==> config.mk <==
export PLATFORM = sky130hd
export DESIGN_NAME = plane_access_arbiter
export DESIGN_NICKNAME = d
export VERILOG_FILES = /design/src/rtl/paa_pkg.sv /design/src/rtl/paa_region.sv /design/src/rtl/paa_opctl.sv /design/src/rtl/paa_status.sv /design/src/rtl/plane_access_arbiter.sv
export SDC_FILE = /design/constraint.sdc
export NUM_CORES = 1
export LEC_CHECK = 0
export ABC_AREA = 0
export CORE_MARGIN = 3
export CORE_UTILIZATION = 48
export DETAILED_ROUTE_END_ITERATION = 10
export PLACE_DENSITY = 0.86
export RECOVER_POWER = 25
export SLEW_MARGIN = 25
export SYNTH_ARGS = -nofsm -noshare
export SYNTH_HDL_FRONTEND = slang
export SYNTH_SLANG_ARGS = --single-unit
==> constraint.sdc <==
create_clock -name clk -period 4.6 [get_ports clk]
set_input_delay 0.92 -clock clk [delete_from_list [all_inputs] [get_ports clk]]
set_output_delay 0.92 -clock clk [all_outputs]
set_load 0.03 [all_outputs]
==> src/rtl/paa_pkg.sv <==
`timescale 1ns/1ps
package paa_pkg;
  typedef enum logic [1:0] {
    K_PROG  = 2'd0,
    K_SECT  = 2'd1,
    K_PLANE = 2'd2,
    K_CHIP  = 2'd3
  } paa_kind_e;

  localparam int POLL_BIT = 7;
  localparam int TOG_BIT  = 6;

  function automatic logic kind_is_erase(paa_kind_e k);
    return k != K_PROG;
  endfunction
endpackage

==> src/rtl/paa_region.sv <==
`timescale 1ns/1ps
module paa_region
  import paa_pkg::*;
#(
  parameter int ADDR_W  = 22,
  parameter int PLANE_W = 2,
  parameter int BOOT_W  = 12,
  parameter int MAIN_W  = 15,
  parameter int BOOT_N  = 8
) (
  input  logic              active,
  input  logic              susp,
  input  paa_kind_e         kind,
  input  logic [ADDR_W-1:0] tgt,
  input  logic [ADDR_W-1:0] probe,
  output logic              hit
);
  localparam int NPLANES = 1 << PLANE_W;
  localparam logic [ADDR_W-1:0] BOOT_SPAN = ADDR_W'(BOOT_N) << BOOT_W;

  function automatic logic [PLANE_W-1:0] plane_of(logic [ADDR_W-1:0] a);
    return a[ADDR_W-1 -: PLANE_W];
  endfunction

  function automatic logic in_boot(logic [ADDR_W-1:0] a);
    return a < BOOT_SPAN;
  endfunction

  function automatic logic same_sector(logic [ADDR_W-1:0] a, logic [ADDR_W-1:0] b);
    if (in_boot(a) != in_boot(b)) return 1'b0;
    if (in_boot(a)) return (a >> BOOT_W) == (b >> BOOT_W);
    return (a >> MAIN_W) == (b >> MAIN_W);
  endfunction

  logic [NPLANES-1:0] plane_busy;
  logic               run_hit;
  logic               held_hit;

  for (genvar p = 0; p < NPLANES; p++) begin : g_plane
    assign plane_busy[p] = active &&
                           (kind == K_CHIP || plane_of(tgt) == PLANE_W'(p));
  end

  assign run_hit = !susp && plane_busy[plane_of(probe)];

  always_comb begin
    held_hit = 1'b0;
    if (active && susp) begin
      unique case (kind)
        K_PROG:  held_hit = (probe == tgt);
        K_SECT:  held_hit = same_sector(probe, tgt);
        K_PLANE: held_hit = (plane_of(probe) == plane_of(tgt));
        K_CHIP:  held_hit = 1'b1;
      endcase
    end
  end

  assign hit = run_hit || held_hit;

  always_comb begin
    if (active && !susp && kind == K_CHIP)
      p_chip_all_r3: assert (hit);
    if (active && susp && kind == K_PROG && probe != tgt)
      p_word_only_r5: assert (!hit);
  end
endmodule

==> src/rtl/paa_opctl.sv <==
`timescale 1ns/1ps
module paa_opctl
  import paa_pkg::*;
#(
  parameter int ADDR_W = 22
) (
  input  logic              clk,
  input  logic              rst_n,
  input  logic              op_start,
  input  paa_kind_e         op_kind,
  input  logic [ADDR_W-1:0] op_addr,
  input  logic              op_dbit7,
  input  logic              op_done,
  input  logic              susp_req,
  input  logic              resume_req,
  input  logic              nest_block,
  output logic              p_act,
  output logic              p_susp,
  output paa_kind_e         p_kind,
  output logic [ADDR_W-1:0] p_addr,
  output logic              p_d7,
  output logic              n_act,
  output logic [ADDR_W-1:0] n_addr,
  output logic              n_d7,
  output logic              nest_ok
);
  logic ev_done_n, ev_done_p, ev_susp, ev_res, ev_start_p, ev_start_n, quiet;

  assign nest_ok = p_act && p_susp && kind_is_erase(p_kind) && !n_act;

  always_comb begin
    ev_done_n  = op_done && n_act;
    ev_done_p  = op_done && p_act && !p_susp && !n_act;
    ev_susp    = !op_done && susp_req && p_act && !p_susp && !n_act;
    ev_res     = !op_done && !susp_req && resume_req && p_act && p_susp && !n_act;
    quiet      = !op_done && !susp_req && !resume_req;
    ev_start_p = quiet && op_start && !p_act;
    ev_start_n = quiet && op_start && nest_ok && op_kind == K_PROG && !nest_block;
  end

  always_ff @(posedge clk or negedge rst_n) begin
    if (!rst_n) begin
      p_act  <= 1'b0;
      p_susp <= 1'b0;
      p_kind <= K_PROG;
      p_addr <= '0;
      p_d7   <= 1'b0;
      n_act  <= 1'b0;
      n_addr <= '0;
      n_d7   <= 1'b0;
    end else begin
      if (ev_start_p) begin
        p_act  <= 1'b1;
        p_susp <= 1'b0;
        p_kind <= op_kind;
        p_addr <= op_addr;
        p_d7   <= op_dbit7;
      end
      if (ev_done_p) p_act  <= 1'b0;
      if (ev_susp)   p_susp <= 1'b1;
      if (ev_res)    p_susp <= 1'b0;
      if (ev_start_n) begin
        n_act  <= 1'b1;
        n_addr <= op_addr;
        n_d7   <= op_dbit7;
      end
      if (ev_done_n) n_act <= 1'b0;
    end
  end

  p_single_event_r12: assert property (@(posedge clk) disable iff (!rst_n)
    $onehot0({ev_done_n, ev_done_p, ev_susp, ev_res, ev_start_p, ev_start_n}));
  p_nest_under_susp_r8: assert property (@(posedge clk) disable iff (!rst_n)
    n_act |-> (p_act && p_susp && p_kind != K_PROG));
  p_susp_frozen_r9: assert property (@(posedge clk) disable iff (!rst_n)
    n_act |=> p_susp);
  p_done_to_read_r10: assert property (@(posedge clk) disable iff (!rst_n)
    ev_done_p |=> (!p_act && !n_act));
  p_idle_no_susp_r11: assert property (@(posedge clk) disable iff (!rst_n)
    (susp_req && !p_act) |=> !p_susp);
  p_busy_keeps_target_r11: assert property (@(posedge clk) disable iff (!rst_n)
    (p_act && op_start) |=> $stable(p_addr));
endmodule

==> src/rtl/paa_status.sv <==
`timescale 1ns/1ps
module paa_status
  import paa_pkg::*;
#(
  parameter int DATA_W = 16
) (
  input  logic              clk,
  input  logic              rst_n,
  input  logic              rd_valid,
  input  logic              hit,
  input  logic              poll,
  output logic [DATA_W-1:0] status_word
);
  logic tog;
  logic status_read;

  assign status_read = rd_valid && hit;

  always_ff @(posedge clk or negedge rst_n) begin
    if (!rst_n) tog <= 1'b0;
    else if (status_read) tog <= !tog;
  end

  always_comb begin
    status_word = '0;
    if (hit) begin
      status_word[POLL_BIT] = poll;
      status_word[TOG_BIT]  = tog;
    end
  end

  p_tog_flip_r7: assert property (@(posedge clk) disable iff (!rst_n)
    status_read |=> (tog != $past(tog)));
  p_tog_hold_r7: assert property (@(posedge clk) disable iff (!rst_n)
    !status_read |=> $stable(tog));
  always_comb if (!hit) p_zero_word_r6: assert (status_word == '0);
endmodule

==> src/rtl/plane_access_arbiter.sv <==
`timescale 1ns/1ps
module plane_access_arbiter
  import paa_pkg::*;
#(
  parameter int ADDR_W  = 22,
  parameter int DATA_W  = 16,
  parameter int PLANE_W = 2,
  parameter int BOOT_W  = 12,
  parameter int MAIN_W  = 15,
  parameter int BOOT_N  = 8
) (
  input  logic              clk,
  input  logic              rst_n,
  input  logic              rd_valid,
  input  logic [ADDR_W-1:0] rd_addr,
  input  logic              op_start,
  input  logic [1:0]        op_kind,
  input  logic [ADDR_W-1:0] op_addr,
  input  logic              op_dbit7,
  input  logic              op_done,
  input  logic              susp_req,
  input  logic              resume_req,
  output logic              rd_sel_status,
  output logic [DATA_W-1:0] status_word,
  output logic              nest_prog_ok
);
  logic              p_act, p_susp, p_d7, n_act, n_d7;
  paa_kind_e         p_kind;
  logic [ADDR_W-1:0] p_addr, n_addr;
  logic              pri_hit, nst_hit, nest_block, poll;

  paa_opctl #(.ADDR_W(ADDR_W)) u_ctl (
    .clk(clk), .rst_n(rst_n),
    .op_start(op_start), .op_kind(paa_kind_e'(op_kind)), .op_addr(op_addr),
    .op_dbit7(op_dbit7), .op_done(op_done), .susp_req(susp_req),
    .resume_req(resume_req), .nest_block(nest_block),
    .p_act(p_act), .p_susp(p_susp), .p_kind(p_kind), .p_addr(p_addr), .p_d7(p_d7),
    .n_act(n_act), .n_addr(n_addr), .n_d7(n_d7), .nest_ok(nest_prog_ok)
  );

  paa_region #(.ADDR_W(ADDR_W), .PLANE_W(PLANE_W), .BOOT_W(BOOT_W),
               .MAIN_W(MAIN_W), .BOOT_N(BOOT_N)) u_pri (
    .active(p_act), .susp(p_susp), .kind(p_kind), .tgt(p_addr),
    .probe(rd_addr), .hit(pri_hit)
  );

  paa_region #(.ADDR_W(ADDR_W), .PLANE_W(PLANE_W), .BOOT_W(BOOT_W),
               .MAIN_W(MAIN_W), .BOOT_N(BOOT_N)) u_nst (
    .active(n_act), .susp(1'b0), .kind(K_PROG), .tgt(n_addr),
    .probe(rd_addr), .hit(nst_hit)
  );

  paa_region #(.ADDR_W(ADDR_W), .PLANE_W(PLANE_W), .BOOT_W(BOOT_W),
               .MAIN_W(MAIN_W), .BOOT_N(BOOT_N)) u_blk (
    .active(p_act), .susp(1'b1), .kind(p_kind), .tgt(p_addr),
    .probe(op_addr), .hit(nest_block)
  );

  assign rd_sel_status = pri_hit || nst_hit;
  assign poll = nst_hit ? !n_d7 : (p_kind == K_PROG ? !p_d7 : 1'b0);

  paa_status #(.DATA_W(DATA_W)) u_sts (
    .clk(clk), .rst_n(rst_n), .rd_valid(rd_valid), .hit(rd_sel_status),
    .poll(poll), .status_word(status_word)
  );

  p_idle_array_r1: assert property (@(posedge clk) disable iff (!rst_n)
    (!p_act && !n_act) |-> !rd_sel_status);
  p_nest_plane_r8: assert property (@(posedge clk) disable iff (!rst_n)
    (n_act && rd_addr[ADDR_W-1 -: PLANE_W] == n_addr[ADDR_W-1 -: PLANE_W]) |-> rd_sel_status);
endmodule

==> results by stage <==
Yosys:
- Sequential cells were found to cover roughly 41% of the synthesized design area.
- Averaged over all synthesized cells, the footprint is 11.11 sq um.
- The mapped cell area is 0.001956 sq mm.
- During synthesis, Yosys emitted a total of 0 warnings.
- For this run, the leading register cell type out of synthesis is dfrtp_1.
- Counting flops and latches in the post-synthesis netlist gives 32.
- Summed over all instances, the cell type with the most area after synthesis is dfrtp_1.
- Counting flops with a built-in enable in the synthesized netlist gives 0.
- The fraction of registers with async set or reset after synthesis is 100.0%.
- The fraction of post-synthesis cell area in the top cell type by area is 40.95%.
- The count of cell types in the netlist is 40.
- Yosys attributes the largest share of cell area to dfrtp_1 41%, mux2_2 15%, xnor2_1 12%.
- The synthesized instance count is 176.

Finish:
- The repair_antennas step left the layout with diodes totalling 0.
- The growth of design area from synthesis to finish is 34.23%.
- At the end of the flow the core is filled with cells to between 60% and 70%.
- For this run, the post-layout net count is 293.
- The ratio of cells with drive above 1 in the final layout is 18.83%.
- The number of non-filler instances in the completed layout is 287.
- After filler insertion, the fill cell instance count of the layout stands at 299.

Worst setup path:
- At the worst endpoint, the arrival time is about 3500 ps.
- The worst setup path is captured at a primary output.
- The launch point of the worst path is rd_addr[16].
- The endpoint identified for the worst register-to-register timing path is u_sts.tog.
- The worst setup path category is input port to primary output.
- The cell depth of the worst flop-to-flop path is 6.
- The worst setup path is launched from an input port.
- The reg-to-reg startpoint is u_ctl.p_addr[16].
- The required arrival time at the worst endpoint is 3680 ps.
- The internal reg-to-reg setup slack is between 2000 and 2500 ps.
- In this run the worst path has a maximum fanout of 3.
- Following the worst setup path forward leads to its endpoint at status_word[6].

Clock network:
- The hold-fix buffer count after cts is 0.
- The post-CTS setup-driven buffer insertion count is 0.
- The clock passes through at most 2 buffers.
- The CTS H-tree depth is 2.
- TritonCTS built the clock tree.
- Counting the buffers created by CTS gives 5.
- The number of gates resized after CTS was 0.
- The number of clock sinks seen by CTS is 32.
- The clock reaches the later pin of the worst-skew pair after 280 ps.
- The clock transition at the registers of the reported paths is 60 ps.
- The root buffer cell chosen for the clock tree is clkbuf_8.

Floorplanning:
- The initial standard-cell utilization of the core is 51.48%.
- The height of the die is roughly 70 microns.
- The floorplan step defined a die boundary enclosing 0.004876 sq mm.
- From left edge to right edge, the die measures 69.83 microns.
- The count of standard-cell rows is 22.
- The floorplan step defined a core boundary enclosing 0.003799 sq mm.
- The number of top-level design ports is 72.

Detailed routing:
- The remaining routing DRC violations is 0.
- The first TritonRoute pass finished after 4 iterations.
- Detailed routing placed a total of 409 microns of wire on met3.
- The total number of vias is approximately 1500.
- Summed over all nets, wire length on met2 after detailed routing comes to 1.866 mm.
- The number of routed nets with antenna violations is 0.
- The sum of routed wire length over all layers is slightly above 4 mm.
- After detailed routing, no signal wire sits above met4.
- The violation count after the first detailed-routing iteration is 60.
- After detailed routing, the average wire length per cell comes to about 14 microns.
- The met1 layer wirelength in the final routing is 1.672 mm.
- Dividing the detail-routed via count by the number of cells gives 5.195.

Timing:
- The max-slew violation total from the final report came to 0.
- The setup-violating endpoint count in the final report is 0.
- Across all setup checks in the final design, the least slack found is about 210 ps.
- The worst slew margin relative to its limit is 10.87%.
- Setup repair after global routing left no endpoint under its margin.
- The final-report hold violation count is 0.
- The post-route fraction of the period consumed by the critical path is 95.35%.
- The final setup TNS is 0 ps.
- Counting I/O delays and the setup requirement, the final critical path takes about 4400 ps.
- For the pin with the worst max-slew slack, the measured transition is 1337 ps.
- The final clock skew is 6.634 ps.
- The maximum clock frequency is 0.2280 GHz.

Placed design:
- The port buffer count is 57.
- The pre-CTS setup slack is 200.9 ps.
- The half-perimeter wire length after placement is 3.240 mm.
- The post-placement cell count is between 200 and 300.
- The final weighted congestion in routability-driven placement is roughly 0.84.

GRT:
- Global routing consumed, over all layers together, between 10% and 20% of the routing resources.
- The initial antenna violation count is 0.
- The final global-route overflow total is 0.
- The global-route wire length before repair is 6.630 mm.
- The via count of the first global-routing pass is between 1500 and 2000.
- Entering global routing, the biggest net connects 27 pins.

Min path:
- The class of the worst hold path is register to register.

Flow run:
- Max-cap violations in this run came to 0.

Power:
- The power per cell area is ~500 mW/mm^2.
- The design draws 1311 uW.
- IR analysis of the VDD net gives a maximum drop of 0.3293 mV.
- The analysis attributes to cell leakage a power of 0.001034 uW.

Status:
- The run finished with clean final reports.
registers in the layout, summed over array words and instances, names as in the netlist:
| name | flops |
|---|---|
| u_ctl.p_addr | 22 |
| u_ctl.n_d7 | 1 |
| u_ctl.p_susp | 1 |
| u_ctl.p_act | 1 |
| u_ctl.n_act | 1 |
| u_ctl.p_kind | 2 |
| u_sts.tog | 1 |
| u_ctl.p_d7 | 1 |
| u_ctl.n_addr | 2 |
kinds of logic after synthesis:
group | after synthesis | synth area share (%)
flops | 32 | 40.95
compound gates | 20 | 7.039
other cells | 1 | 0.1918
simple gates | 43 | 14.20
mux | 28 | 16.12
xor+xnor | 34 | 15.23
buf+inv | 18 | 6.270
routing by layer:
metal,global-route usage [%],vias to the layer above
met5,0,-
met4,6.596,0
met3,7.246,6
met2,27.70,71
met1,20.42,684
li1,-,730
worst min-delay path by stage:
stage	start	to	slack, ps	cells after the start
floorplan	u_ctl.n_d7	u_ctl.n_d7	460	1
global placement	u_ctl.n_d7	u_ctl.n_d7	480	1
detailed placement	u_ctl.p_d7	u_ctl.p_d7	500	1
CTS	u_ctl.p_d7	u_ctl.p_d7	520	1
global route	u_ctl.n_addr[21]	u_ctl.n_addr[21]	540	1
finish	u_ctl.p_d7	u_ctl.p_d7	510	1
layout by cell type, fill, tap and decap left out, types with 2 or more instances in the layout:
cell type,Yosys,final
mux2_2,26,26
a21oi_1,5,5
buf_4,14,2
xnor2_1,26,26
or4_1,2,2
nor2_1,5,5
nor4_1,4,4
mux2_1,2,2
nor3_1,8,8
dfrtp_1,32,32
nand2_1,4,4
xor2_1,8,8
clkbuf_8,0,7
or2b_1,2,2
clkdlybuf4s50_1,0,56
nand3_1,3,3
nand4_1,4,4
inv_1,2,2
o21ai_0,5,5
conb_1,1,14
cell type report:
type / count / area [sq um] / share of cell area, %
multi-input cells: 139 / 1081 / 41.18
flip-flops and latches: 32 / 800.8 / 30.51
repair buffers: 59 / 579.3 / 22.07
clock buffers: 7 / 96.34 / 3.670
well taps: 48 / 60.06 / 2.288
inverters: 2 / 7.507 / 0.2860
synthesized netlist by cell type (all sizes together), types with 3 or more instances:
cell,number
xor2,8
nor3,8
nor4,6
nand3,3
nand2,4
nor2,6
nand4,4
o21ai,6
buf,16
or4,3
a21oi,5
dfrtp,32
mux2,28
xnor2,26
worst max-delay path, stage by stage:
cell and delay [ps]:
clkdlybuf4s50_1 430, or4_1 550, nor4_2 180, and3b_1 210, o21ai_2 80, a21o_2 240, a21boi_0 170, clkdlybuf4s50_1 690
stage by stage:
step / instance area [sq um] / hold slack [ps]
finish: 2625 / 510.6
global route: 2625 / 535.5
CTS: 2626 / 515.1
detailed placement: 2530 / 500.7
global placement: 2535 / 483.3
floorplan: 2004 / 464.9
report_power, final:
part           switching, uW  total, uW  internal (uW)
combinational            228        538            309
clock                   96.1        229            133
sequential               135        545            409
total                    460       1310            852
No activity file was read; power rests on OpenSTA's default activity.
